--- config.mk ---
export PLATFORM = sky130hd
export DESIGN_NAME = icache_hubexec
export DESIGN_NICKNAME = d
export VERILOG_FILES = /design/src/rtl/icache_pkg.sv /design/src/rtl/icache_tags.sv /design/src/rtl/icache_lru.sv /design/src/rtl/icache_data.sv /design/src/rtl/icache_fill.sv /design/src/rtl/icache_hubexec.sv
export SDC_FILE = /design/constraint.sdc
export NUM_CORES = 1
export LEC_CHECK = 0
export BUFFER_PORTS_ARGS = -buffer_cell sky130_fd_sc_hd__buf_2
export CORE_MARGIN = 5
export CORE_UTILIZATION = 28
export CTS_CLUSTER_DIAMETER = 40
export DETAILED_ROUTE_END_ITERATION = 10
export MAX_ROUTING_LAYER = met4
export PLACE_DENSITY = 0.42
export SYNTH_ARGS = -nofsm -noshare
export SYNTH_HDL_FRONTEND = slang
export SYNTH_SLANG_ARGS = --single-unit
export TNS_END_PERCENT = 50
--- constraint.sdc ---
create_clock -name clk -period 5.4 [get_ports clk]
set_input_delay 1.08 -clock clk [delete_from_list [all_inputs] [get_ports clk]]
set_output_delay 1.08 -clock clk [all_outputs]
set_load 0.005 [all_outputs]
--- src/rtl/icache_pkg.sv ---
package icache_pkg;

  // Origin of a hub request; decides whether the filled line is marked as
  // "loaded ahead of use".
  typedef enum logic [1:0] {
    KIND_DEMAND = 2'd0,
    KIND_SOFT   = 2'd1,
    KIND_AUTO   = 2'd2
  } fill_kind_e;

endpackage

--- src/rtl/icache_tags.sv ---
module icache_tags #(
  parameter int LINES = 4,
  parameter int TAG_W = 13
) (
  input  logic                     clk,
  input  logic                     rst_n,
  input  logic                     wr_en,
  input  logic [$clog2(LINES)-1:0] wr_idx,
  input  logic [TAG_W-1:0]         wr_tag,
  input  logic                     wr_mark,
  input  logic                     clr_en,
  input  logic [$clog2(LINES)-1:0] clr_idx,
  input  logic [TAG_W-1:0]         cmp_a,
  input  logic [TAG_W-1:0]         cmp_b,
  output logic [LINES-1:0]         hit_a,
  output logic [LINES-1:0]         hit_b,
  output logic [LINES-1:0]         mark
);
  localparam int IDX_W = $clog2(LINES);

  for (genvar g = 0; g < LINES; g++) begin : g_line
    logic [TAG_W-1:0] tag_q;
    logic             vld_q, vld_d;
    logic             mrk_q, mrk_d;
    logic             load;

    always_comb begin
      load  = wr_en && (wr_idx == IDX_W'(g));
      vld_d = vld_q;
      mrk_d = mrk_q;
      if (load) begin
        vld_d = 1'b1;
        mrk_d = wr_mark;
      end else if (clr_en && (clr_idx == IDX_W'(g))) begin
        mrk_d = 1'b0;
      end
    end

    always_ff @(posedge clk or negedge rst_n) begin
      if (!rst_n) begin
        vld_q <= 1'b0;
        mrk_q <= 1'b0;
      end else begin
        vld_q <= vld_d;
        mrk_q <= mrk_d;
      end
    end

    always_ff @(posedge clk) begin
      if (load) tag_q <= wr_tag;
    end

    assign hit_a[g] = vld_q && (tag_q == cmp_a);
    assign hit_b[g] = vld_q && (tag_q == cmp_b);
    assign mark[g]  = vld_q && mrk_q;
  end

endmodule

--- src/rtl/icache_lru.sv ---
module icache_lru #(
  parameter int LINES = 4
) (
  input  logic                     clk,
  input  logic                     rst_n,
  input  logic                     ta_en,
  input  logic [$clog2(LINES)-1:0] ta_idx,
  input  logic                     tb_en,
  input  logic [$clog2(LINES)-1:0] tb_idx,
  output logic [$clog2(LINES)-1:0] victim
);
  localparam int IDX_W = $clog2(LINES);
  typedef logic [LINES-1:0][IDX_W-1:0] ord_t;

  // Entry 0 is the oldest line, entry LINES-1 the newest.
  ord_t ord_q, ord_d;

  function automatic ord_t promote(ord_t o, logic [IDX_W-1:0] id);
    ord_t r;
    logic found;
    r     = o;
    found = 1'b0;
    for (int i = 0; i < LINES - 1; i++) begin
      if (o[i] == id) found = 1'b1;
      if (found) r[i] = o[i+1];
    end
    r[LINES-1] = id;
    return r;
  endfunction

  always_comb begin
    ord_d = ord_q;
    if (ta_en) ord_d = promote(ord_d, ta_idx);
    if (tb_en) ord_d = promote(ord_d, tb_idx);
  end

  always_ff @(posedge clk or negedge rst_n) begin
    if (!rst_n) begin
      for (int i = 0; i < LINES; i++) ord_q[i] <= IDX_W'(i);
    end else begin
      ord_q <= ord_d;
    end
  end

  assign victim = ord_q[0];

  logic [LINES-1:0] seen;
  always_comb begin
    seen = '0;
    for (int i = 0; i < LINES; i++) seen[ord_q[i]] = 1'b1;
  end


  lru_perm_chk: assert property (@(posedge clk) disable iff (!rst_n) (&seen))
    else $error("recency list lost a line");

endmodule

--- src/rtl/icache_data.sv ---
module icache_data #(
  parameter int LINES  = 4,
  parameter int WORDS  = 8,
  parameter int DATA_W = 32
) (
  input  logic                         clk,
  input  logic                         wr_en,
  input  logic [$clog2(LINES)-1:0]     wr_idx,
  input  logic [WORDS*DATA_W-1:0]      wr_wide,
  input  logic [$clog2(LINES)-1:0]     rd_idx,
  input  logic [$clog2(WORDS)-1:0]     rd_word,
  output logic [DATA_W-1:0]            rd_data
);
  localparam int IDX_W  = $clog2(LINES);
  localparam int LINE_W = WORDS * DATA_W;

  logic [LINE_W-1:0] line_q [LINES];

  for (genvar g = 0; g < LINES; g++) begin : g_store
    always_ff @(posedge clk) begin
      if (wr_en && (wr_idx == IDX_W'(g))) line_q[g] <= wr_wide;
    end
  end

  assign rd_data = line_q[rd_idx][rd_word*DATA_W +: DATA_W];

endmodule

--- src/rtl/icache_fill.sv ---
module icache_fill
  import icache_pkg::*;
#(
  parameter int WIDE_W = 13,
  parameter int TASK_W = 2,
  parameter int CNT_W  = 2
) (
  input  logic              clk,
  input  logic              rst_n,
  input  logic              multi_mode,
  input  logic              data_rd_req,
  input  logic              dem_miss,
  input  logic [WIDE_W-1:0] dem_wide,
  input  logic [TASK_W-1:0] dem_task,
  input  logic              pf_cmd_valid,
  input  logic [WIDE_W-1:0] pf_cmd_wide,
  input  logic [CNT_W-1:0]  pf_cmd_count,
  input  logic              mark_hit,
  input  logic [WIDE_W-1:0] mark_wide,
  output logic [WIDE_W-1:0] probe_wide,
  input  logic              probe_hit,
  output logic              hub_req,
  output logic [WIDE_W-1:0] hub_addr,
  input  logic              hub_gnt,
  output logic              fill_en,
  output logic [WIDE_W-1:0] fill_wide,
  output fill_kind_e        fill_kind,
  output logic [TASK_W-1:0] fill_task
);
  // In-flight request
  logic              busy_q, busy_d;
  logic [WIDE_W-1:0] wide_q, wide_d;
  fill_kind_e        kind_q, kind_d;
  logic [TASK_W-1:0] task_q, task_d;
  // Commanded prefetch run
  logic [CNT_W-1:0]  swc_q, swc_d;
  logic [WIDE_W-1:0] sww_q, sww_d;
  // Automatic next-line prefetch
  logic              apv_q, apv_d;
  logic [WIDE_W-1:0] apw_q, apw_d;

  logic gnt, use_sw, pf_pend;

  always_comb begin
    busy_d = busy_q;
    wide_d = wide_q;
    kind_d = kind_q;
    task_d = task_q;
    swc_d  = swc_q;
    sww_d  = sww_q;
    apv_d  = apv_q;
    apw_d  = apw_q;

    gnt        = busy_q && !data_rd_req && hub_gnt;
    use_sw     = (swc_q != '0);
    pf_pend    = !multi_mode && (use_sw || apv_q);
    probe_wide = use_sw ? sww_q : apw_q;

    if (gnt) busy_d = 1'b0;

    if (!busy_q) begin
      if (dem_miss) begin
        busy_d = 1'b1;
        wide_d = dem_wide;
        kind_d = KIND_DEMAND;
        task_d = dem_task;
      end else if (pf_pend) begin
        if (!probe_hit) begin
          busy_d = 1'b1;
          wide_d = probe_wide;
          kind_d = use_sw ? KIND_SOFT : KIND_AUTO;
          task_d = '0;
        end
        if (use_sw) begin
          swc_d = swc_q - CNT_W'(1);
          sww_d = sww_q + WIDE_W'(1);
        end else begin
          apv_d = 1'b0;
        end
      end
    end

    if (gnt && (kind_q == KIND_DEMAND) && !multi_mode) begin
      apv_d = 1'b1;
      apw_d = wide_q + WIDE_W'(1);
    end else if (mark_hit && !multi_mode) begin
      apv_d = 1'b1;
      apw_d = mark_wide;
    end

    if (pf_cmd_valid && !multi_mode && (pf_cmd_count != '0)) begin
      swc_d = pf_cmd_count;
      sww_d = pf_cmd_wide;
    end
  end

  always_ff @(posedge clk or negedge rst_n) begin
    if (!rst_n) begin
      busy_q <= 1'b0;
      wide_q <= '0;
      kind_q <= KIND_DEMAND;
      task_q <= '0;
      swc_q  <= '0;
      sww_q  <= '0;
      apv_q  <= 1'b0;
      apw_q  <= '0;
    end else begin
      busy_q <= busy_d;
      wide_q <= wide_d;
      kind_q <= kind_d;
      task_q <= task_d;
      swc_q  <= swc_d;
      sww_q  <= sww_d;
      apv_q  <= apv_d;
      apw_q  <= apw_d;
    end
  end

  assign hub_req   = busy_q && !data_rd_req;
  assign hub_addr  = wide_q;
  assign fill_en   = gnt;
  assign fill_wide = wide_q;
  assign fill_kind = kind_q;
  assign fill_task = task_q;


  req_held_chk: assert property (@(posedge clk) disable iff (!rst_n)
    (busy_q && !hub_req) |=> busy_q)
    else $error("request dropped during data-read hold-off");

endmodule

--- src/rtl/icache_hubexec.sv ---
module icache_hubexec
  import icache_pkg::*;
#(
  parameter int ADDR_W = 16,
  parameter int DATA_W = 32,
  parameter int LINES  = 4,
  parameter int WORDS  = 8,
  parameter int CNT_W  = 2
) (
  input  logic                      clk,
  input  logic                      rst_n,
  input  logic                      multi_mode,
  input  logic                      fetch_valid,
  input  logic [ADDR_W-1:0]         fetch_addr,
  input  logic [$clog2(LINES)-1:0]  fetch_task,
  output logic [DATA_W-1:0]         fetch_instr,
  output logic                      fetch_stall,
  input  logic                      data_rd_req,
  input  logic                      pf_cmd_valid,
  input  logic [ADDR_W-$clog2(WORDS)-1:0] pf_cmd_wide,
  input  logic [CNT_W-1:0]          pf_cmd_count,
  output logic                      hub_req,
  output logic [ADDR_W-$clog2(WORDS)-1:0] hub_addr,
  input  logic                      hub_gnt,
  input  logic [WORDS*DATA_W-1:0]   hub_wide
);
  localparam int OFS_W  = $clog2(WORDS);
  localparam int WIDE_W = ADDR_W - OFS_W;
  localparam int IDX_W  = $clog2(LINES);

  // Reset: asserted asynchronously, released on the clock
  logic [1:0] rst_pipe_q;
  logic       rst_n_i;
  always_ff @(posedge clk or negedge rst_n) begin
    if (!rst_n) rst_pipe_q <= 2'b00;
    else        rst_pipe_q <= {rst_pipe_q[0], 1'b1};
  end
  assign rst_n_i = rst_pipe_q[1];

  logic [WIDE_W-1:0] fetch_wide;
  logic [OFS_W-1:0]  fetch_ofs;
  assign fetch_wide = fetch_addr[ADDR_W-1:OFS_W];
  assign fetch_ofs  = fetch_addr[OFS_W-1:0];

  logic [LINES-1:0]  hit_raw, hit_vec, probe_vec, mark_vec, lane_mask;
  logic              hit, mark_hit, probe_hit;
  logic [IDX_W-1:0]  hit_line, victim, fill_line, fill_task;
  logic [WIDE_W-1:0] probe_wide, fill_wide;
  logic              fill_en;
  fill_kind_e        fill_kind;

  always_comb begin
    lane_mask = multi_mode ? (LINES'(1) << fetch_task) : '1;
    hit_vec   = hit_raw & lane_mask;
    hit       = |hit_vec;
    hit_line  = '0;
    for (int i = 0; i < LINES; i++) begin
      if (hit_vec[i]) hit_line = IDX_W'(i);
    end
    mark_hit  = fetch_valid && hit && !multi_mode && mark_vec[hit_line];
    probe_hit = |probe_vec;
    fill_line = multi_mode ? fill_task : victim;
  end

  assign fetch_stall = fetch_valid && !hit;

  icache_tags #(.LINES(LINES), .TAG_W(WIDE_W)) u_tags (
    .clk     (clk),
    .rst_n   (rst_n_i),
    .wr_en   (fill_en),
    .wr_idx  (fill_line),
    .wr_tag  (fill_wide),
    .wr_mark (fill_kind != KIND_DEMAND),
    .clr_en  (mark_hit),
    .clr_idx (hit_line),
    .cmp_a   (fetch_wide),
    .cmp_b   (probe_wide),
    .hit_a   (hit_raw),
    .hit_b   (probe_vec),
    .mark    (mark_vec)
  );

  icache_lru #(.LINES(LINES)) u_lru (
    .clk    (clk),
    .rst_n  (rst_n_i),
    .ta_en  (fill_en),
    .ta_idx (fill_line),
    .tb_en  (fetch_valid && hit),
    .tb_idx (hit_line),
    .victim (victim)
  );

  icache_data #(.LINES(LINES), .WORDS(WORDS), .DATA_W(DATA_W)) u_data (
    .clk     (clk),
    .wr_en   (fill_en),
    .wr_idx  (fill_line),
    .wr_wide (hub_wide),
    .rd_idx  (hit_line),
    .rd_word (fetch_ofs),
    .rd_data (fetch_instr)
  );

  icache_fill #(.WIDE_W(WIDE_W), .TASK_W(IDX_W), .CNT_W(CNT_W)) u_fill (
    .clk          (clk),
    .rst_n        (rst_n_i),
    .multi_mode   (multi_mode),
    .data_rd_req  (data_rd_req),
    .dem_miss     (fetch_stall),
    .dem_wide     (fetch_wide),
    .dem_task     (fetch_task),
    .pf_cmd_valid (pf_cmd_valid),
    .pf_cmd_wide  (pf_cmd_wide),
    .pf_cmd_count (pf_cmd_count),
    .mark_hit     (mark_hit),
    .mark_wide    (fetch_wide + WIDE_W'(1)),
    .probe_wide   (probe_wide),
    .probe_hit    (probe_hit),
    .hub_req      (hub_req),
    .hub_addr     (hub_addr),
    .hub_gnt      (hub_gnt),
    .fill_en      (fill_en),
    .fill_wide    (fill_wide),
    .fill_kind    (fill_kind),
    .fill_task    (fill_task)
  );


  one_copy_chk: assert property (@(posedge clk) disable iff (!rst_n_i)
    !multi_mode |-> $onehot0(hit_raw))
    else $error("wide resident in two lines");


  fill_then_hit_chk: assert property (@(posedge clk) disable iff (!rst_n_i)
    (hub_req && hub_gnt && !multi_mode) ##1 (fetch_valid && (fetch_wide == $past(hub_addr)))
      |-> !fetch_stall)
    else $error("granted wide did not hit");


  addr_hold_chk: assert property (@(posedge clk) disable iff (!rst_n_i)
    (hub_req && !hub_gnt) |=> (hub_addr == $past(hub_addr)))
    else $error("hub address moved before grant");


  multi_quiet_chk: assert property (@(posedge clk) disable iff (!rst_n_i)
    (multi_mode && hub_req) |-> (fill_kind == KIND_DEMAND))
    else $error("prefetch issued in multi-task mode");

endmodule

# Word level (Yosys, flattened, before mapping)
# Memory sizes are Yosys's and may differ from the RTL's.
# Index checks and enable logic that the tools add are counted.
# op_classes
bitwise	2
eq_ne	26
shift	2
mux	86
magnitude_cmp	1
n_addsub	4
reduce_logical	59
# op_table
cell	n
2-to-1 mux 256 bit	3
OR reduction 256 bit	3
indexed part select 256 x 9 -> 32 bit	1
2-to-1 mux 13 bit	11
equality test 13 bit	8
2-to-1 mux 2 bit	24
2-to-1 mux 1 bit	44
adder 13 x 1 -> 13 bit (second input constant)	3
logical AND 1 bit	32
nonzero test 2 bit	11
2-to-1 mux 8 bit	2
equality test 2 bit	6
equality test 2 bit (second input constant)	4
AND reduction 4 bit	2
OR reduction 4 bit	2
logical NOT 2 bit	3
inequality test 3 bit (second input constant)	2
bitwise AND 4 bit	1
equality test 2 x 1 -> 1 bit (second input constant)	2
2-to-1 mux 4 bit	1
inequality test 2 bit (second input constant)	2
left shift 1 x 2 -> 4 bit (first input constant)	1
logical NOT 1 bit	3
< comparator 2 x 3 -> 1 bit (second input constant)	1
other kinds (8)	8
# totals
reg_bits	117
ram_bits	1024
n_memories	1
# memory_table
memory	words	width	rd	rd_clocked_by_memory_dff	wr	line	text
u_data.line_q	4	256	1	0	1	icache_data.sv:17	logic [LINE_W-1:0] line_q [LINES];

# Logic depth before layout (Yosys ltp)
# depth
ltp_word	19
mapped_depth	14

# By module
# Synthesis repeated with hierarchy kept, for this count alone.
# unflattened
hier_cells	2923
hier_area_um2	47234.1
# by_module_without_submodules
module	cells_per_inst	n_inst	area_each_um2
icache_data	2187	1	39666.8
icache_tags	258	1	3328.2
icache_fill	300	1	2857.7
icache_lru	118	1	922.1
icache_hubexec	60	1	459.2

# Least setup slack after synthesis
# No wires, ideal clock.
# synth_timing
path_kind	input to register
start	input multi_mode
end	register u_tags.g_line[3].mrk_q
setup_slack_ns	-16.648
path_stages	4
arrival_time_ns	21.169
setup_ns	0.879
path_buffers	1
path_cell_list	buf_2 -> mux2i_1 -> nor3_1 -> o21ai_0
# synth_between
word_cells_on_any_way	19
# synth_lines
item	line	text
start: declaration	icache_hubexec.sv:12	input logic multi_mode,
2-to-1 mux 2 bit *	icache_hubexec.sv:62	fill_line = multi_mode ? fill_task : victim;
equality test 2 bit *	icache_tags.sv:28	load = wr_en && (wr_idx == IDX_W'(g));
logical AND 1 bit *	icache_tags.sv:28	
net u_tags.g_line[3].load	icache_tags.sv:25	logic load;
2-to-1 mux 1 bit or nonzero test 2 bit (tied branches)	--	
end signal: assignment	icache_tags.sv:45	mrk_q <= mrk_d;
end: declaration	icache_tags.sv:24	logic mrk_q, mrk_d;
# The timed path passes the listed nets; every way through them passes the cells marked *. The select of a mux whose other input is x is not followed.
# A chain may end at the register's enable or synchronous reset.

# Worst setup path after layout
# layout_timing
start	input fetch_addr[15]
end	output fetch_instr[10]
# layout_between
elab_chain_len	8
word_cells_on_any_way	12
# layout_rtl
item	line	text
start: declaration	icache_hubexec.sv:14	input logic [ADDR_W-1:0] fetch_addr,
equality test 13 bit	icache_tags.sv:53	assign hit_a[g] = vld_q && (tag_q == cmp_a);
logical AND 1 bit	icache_tags.sv:53	
bitwise AND 4 bit *	icache_hubexec.sv:54	hit_vec = hit_raw & lane_mask;
2-to-1 mux 1 bit	icache_hubexec.sv:58	if (hit_vec[i]) hit_line = IDX_W'(i);
2-to-1 mux 2 bit	icache_hubexec.sv:58	
2-to-1 mux 2 bit *	icache_hubexec.sv:58	
memory read (4 x 256 bit) *	--	
indexed part select 256 x 9 -> 32 bit *	icache_data.sv:25	assign rd_data = line_q[rd_idx][rd_word*DATA_W +: DATA_W];
end: declaration	icache_hubexec.sv:16	output logic [DATA_W-1:0] fetch_instr,
# Every way passes the cells marked *; elsewhere a longest branch is shown, timed or not.

==> flow_metrics.tcl <==
set metrics [dict create \
    power.static_leakage_nw 21.7 \
    dpl.hpwl_microns 98500 \
    initial_utilization_pct 28.1 \
    die_height_microns 419 \
    hold_path_class "flop to flop" \
    synth.top_cells.by_area "edfxtp_1 69%, mux2i_1 3.8%, mux4_2 3.3%" \
    synth_compound_area_share_pct 7.98 \
    routedLengthMet1_microns 66200 \
    place.port_buffers 342 \
    detailroute.wirelength.met2_microns 79200 \
    via_to_cell_ratio 4.78 \
    combPwrFrac_pct 6.9 \
    area_growth_syn_to_layout_pct 28.2 \
    fin_ws_ns 0.0719 \
    final_net_count 3992 \
    grt_start_max_net_pins 100 \
    antenna_found_initial 95 \
    synth_enable_flop_cells 1076 \
    synth_cell_types 67 \
    rows 150 \
    post_synth_inst_count 3118 \
    grt_remaining_overflow 0 \
    post-route-period-util_pct 98.7 \
    fin_total_pwr_mw 24.6 \
    post-synth-top-area-cell "edfxtp_1" \
    ir_worst_vdd_v 0.000318 \
    setup_viol_count_final 0 \
    detail_route.wl_per_cell_microns 25.7 \
    power.clock.fraction_pct 50.4 \
    critical_path_class "input pin to primary output" \
    ys_seq_area_share_pct 72.6 \
    netSwitchingFraction_pct 24.1 \
    max_clock_buf_depth 3 \
    critPathTopFamily "buffers and inverters" \
    skew_ns 0.0518 \
    multiplexer_fraction_of_the_synthesized_cell_area_pct 7.43 \
    vias 29149 \
    netlist_area_sq_um 46800 \
    timing_hold_violations_final 0 \
    groute.usage.overall_pct 17.6 \
    dr.first_iter.drc_count 2144 \
    final.hold.worst_slack_ns 0.351 \
    combinational_family_with_the_most_area_after_synthesis "compound AO/OA/AOI/OAI gates" \
    die_area_sq_um 175000 \
    numClockSinks 1141 \
    asyncSetResetFlopFracSynth_pct 5.70 \
    io-pin-count 343 \
    max-cap-violations 0 \
    fmaxAchievable_mhz 188 \
    core_area_sq_um 167000 \
    antenna_violation_net_count_after_detailed_routing 0 \
    power.net_switching_mw 5.95 \
    slew_viol_final 0 \
    drive_above_1_share_pct 27.2 \
    chipWidth_microns 419 \
    synth-seq-cells 1141 \
    outcome "finished clean" \
    timing.critical_path.slowest_stage_cell "or4_4" \
    synthDominantCellAreaShare_pct 69.1 \
    power.density_nw_per_um2 411 \
    synthesis.nets 3417 \
    grt_first_pass_wirelength_microns 217000 \
    crit_fanout 10 \
    worst_ep_required_time_ns 4.32 \
    finalSetupTns_ns 0 \
    maxUsedRoutingLayer "met4" \
    timing_worst_slew_pin_value_ns 1.00 \
    clock-root-buffer "clkbuf_16" \
    period_minus_slack_ns 5.33 \
    layout.cell_area.non_filler_sq_um 60000 \
    startpoint_kind_of_the_worst_setup_timing_path "input pin" \
    first_pass_iters 7 \
    cts_tree "done" \
    end_kind "primary output" \
    rsz0062_at_grt "true" \
    total_detailed_routing_wirelength_microns 157000 \
    worstPathBufferInverterCount 5 \
    worst_ep_arrival_time_ns 4.25 \
    postSynthAreaPerCell_sq_um 15.0 \
    pwr-share-seq_pct 42.7 \
    insertion_delay_ns 0.83 \
    drcViolationCount 0 \
    place_area_sq_um 52500 \
    cts_buffer_count 201 \
    detailroute.wirelength.met3_microns 7720 \
    pre_cts_slack_ns 0.000552 \
    ys.flop_type "edfxtp_1" \
    share_of_synthesized_cell_area_in_full_adder_half_adder_and_majority_cells_pct 0.0803 \
    cp_slowest_stage_delay_ns 0.53 \
    p_int_mw 18.7 \
    post_synth_and_or_nand_nor_area_fraction_pct 7.14 \
    yosysWarningCount 0 \
    register_clock_pin_slew_on_the_reported_worst_setup_and_hold_paths_ns 0.05 \
    finalWeightedCongestion 0.798 \
    max-slew-margin-rel_pct 33.1 \
    cts_max_level 4 \
    timing.critical_path.cells "buf_2 > xor2_1 > a2111o_1 > or4_4 > buf_12 > buf_6 > clkbuf_16 > nand2_1 > a31oi_1 > mux4_2 > a22oi_2 > nand2_1 > buf_2" \
    synthXorXnorAreaFrac_pct 2.87 \
    first_global_vias 29417 \
]
logic make-up (layout without fill, tap and decap cells):
| logic type | after synthesis | after routing |
|---|---|---|
| AO/OA/AOI/OAI | 571 | 571 |
| XOR/XNOR | 153 | 153 |
| adder cells (fa/ha/maj) | 3 | 3 |
| buffers and inverters | 209 | 958 |
| flip-flops | 1141 | 1141 |
| multiplexers | 260 | 260 |
| other | 1 | 32 |
| AND/OR/NAND/NOR | 780 | 780 |
per-layer routing:
metal  up-vias  track usage (%)
met4         0             5.01
met3       331             3.88
met5         -                -
met2       813             29.4
met1     14724             21.6
li1      13281                -
state kept, by name, indices dropped and copies added (netlist names):
register and flops:
u_tags.g_line.mrk_q 4, u_lru.victim 2, u_fill.fill_task 2, u_fill.apw_q 13, u_fill.busy_q 1, u_tags.g_line.vld_q 4, u_fill.swc_q 2, u_fill.apv_q 1
u_tags.g_line.tag_q 52, u_fill.fill_wide 13, u_fill.sww_q 13, u_data.line_q 1024, u_lru.ord_q 6, u_fill.fill_kind 2, rst_pipe_q 2
worst reg2reg max path: stages, from the launching register on:
cell,delay (ns)
dfrtp_1,0.35
inv_1,0.08
ha_1,0.79
mux2i_1,0.74
xnor2_1,0.25
nor4_1,0.23
nand3_1,0.14
nor3_1,0.42
a2111oi_2,0.15
o21ai_2,0.14
buf_4,0.30
mux2_2,0.40
path summary, 6_finish.rpt:
kind | depth (start not counted) | endpoint | slack [ns] | start
max | 13 | fetch_instr[10] | 0.07 | fetch_addr[15]
min | 0 | rst_pipe_q[1] | 0.35 | rst_pipe_q[0]
max reg2reg | 11 | u_fill.fill_wide[12] | 1.29 | u_fill.swc_q[0]
min reg2reg | 0 | rst_pipe_q[1] | 0.35 | rst_pipe_q[0]
max in group asynchronous | 1 | u_lru.ord_q[4] | 4.29 | rst_pipe_q[1]
min in group asynchronous | 1 | u_fill.sww_q[8] | 0.48 | rst_pipe_q[1]
stage by stage:
stage	cells	util, %
after floorplan	3118	-
after global placement	5673	31.5
after detailed placement	5673	31.5
after CTS	6053	35.6
after global routing	6101	36.0
final	6102	36.0
final cells by class:
type	instances	area (sq um)
Antenna cell	31	77.6
Clock buffer	227	5180
Clock inverter	150	1550
Fill cell	16116	107000
Inverter	15	71.3
Multi-Input combinational cell	1768	12200
Sequential cell	1141	33900
Tap cell	2204	2760
Timing Repair Buffer	566	4170
cells in the mapped netlist (all sizes together) (3+ instances only):
cell type	n
a2111o	3
a211o	13
a211oi	130
a21o	4
a21oi	169
a221oi	18
a222oi	12
a22oi	31
a31oi	93
and2	4
and3	13
buf	68
clkbuf	126
dfrtp	61
dfstp	4
edfxtp	1076
ha	3
inv	15
mux2	15
mux2i	177
mux4	68
nand2	311
nand2b	8
nand3	56
nand4	32
nor2	284
nor2b	4
nor3	32
nor4	11
o211ai	6
o21a	4
o21ai	58
o22ai	14
or2	10
or3	5
or4	7
xnor2	95
xor2	58
power by group through the flow:
stage	sequential [mW]	clock, mW	combinational, mW
finish	10.5	12.4	1.71
global route	10.5	13.2	1.86
CTS	10.5	12.7	1.72
detailed placement	10.7	0	1.71
global placement	10.7	0	1.71
floorplan	10.6	0	0.912
placed cells by master, fill, tap and decap left out, types with 15 or more instances in the layout:
cell type and count:
a211oi_1 125, a21oi_1 167, a221oi_1 17, a22oi_1 19
a31oi_1 93, buf_12 42, buf_2 341, buf_4 160
bufinv_16 18, clkbuf_1 23, clkbuf_16 209, clkinv_1 31
clkinv_2 29, clkinvlp_4 34, dfrtp_1 60, diode_2 31
edfxtp_1 1076, inv_6 15, mux2_2 15, mux2i_1 173
mux4_2 68, nand2_1 309, nand3_1 55, nand4_1 31
nor2_1 280, nor3_1 24, o21ai_0 52, xnor2_1 91
xor2_1 58
timing repair:
item	4_1_cts	5_1_grt
hold buffers	1	0
gates cloned	1	9
pin swaps	2	19
endpoints found under the hold margin	2	0
setup endpoints to repair	7	32
resized for setup	6	45
buffers inserted	1	9
No activity file was read; power rests on OpenSTA's default activity.
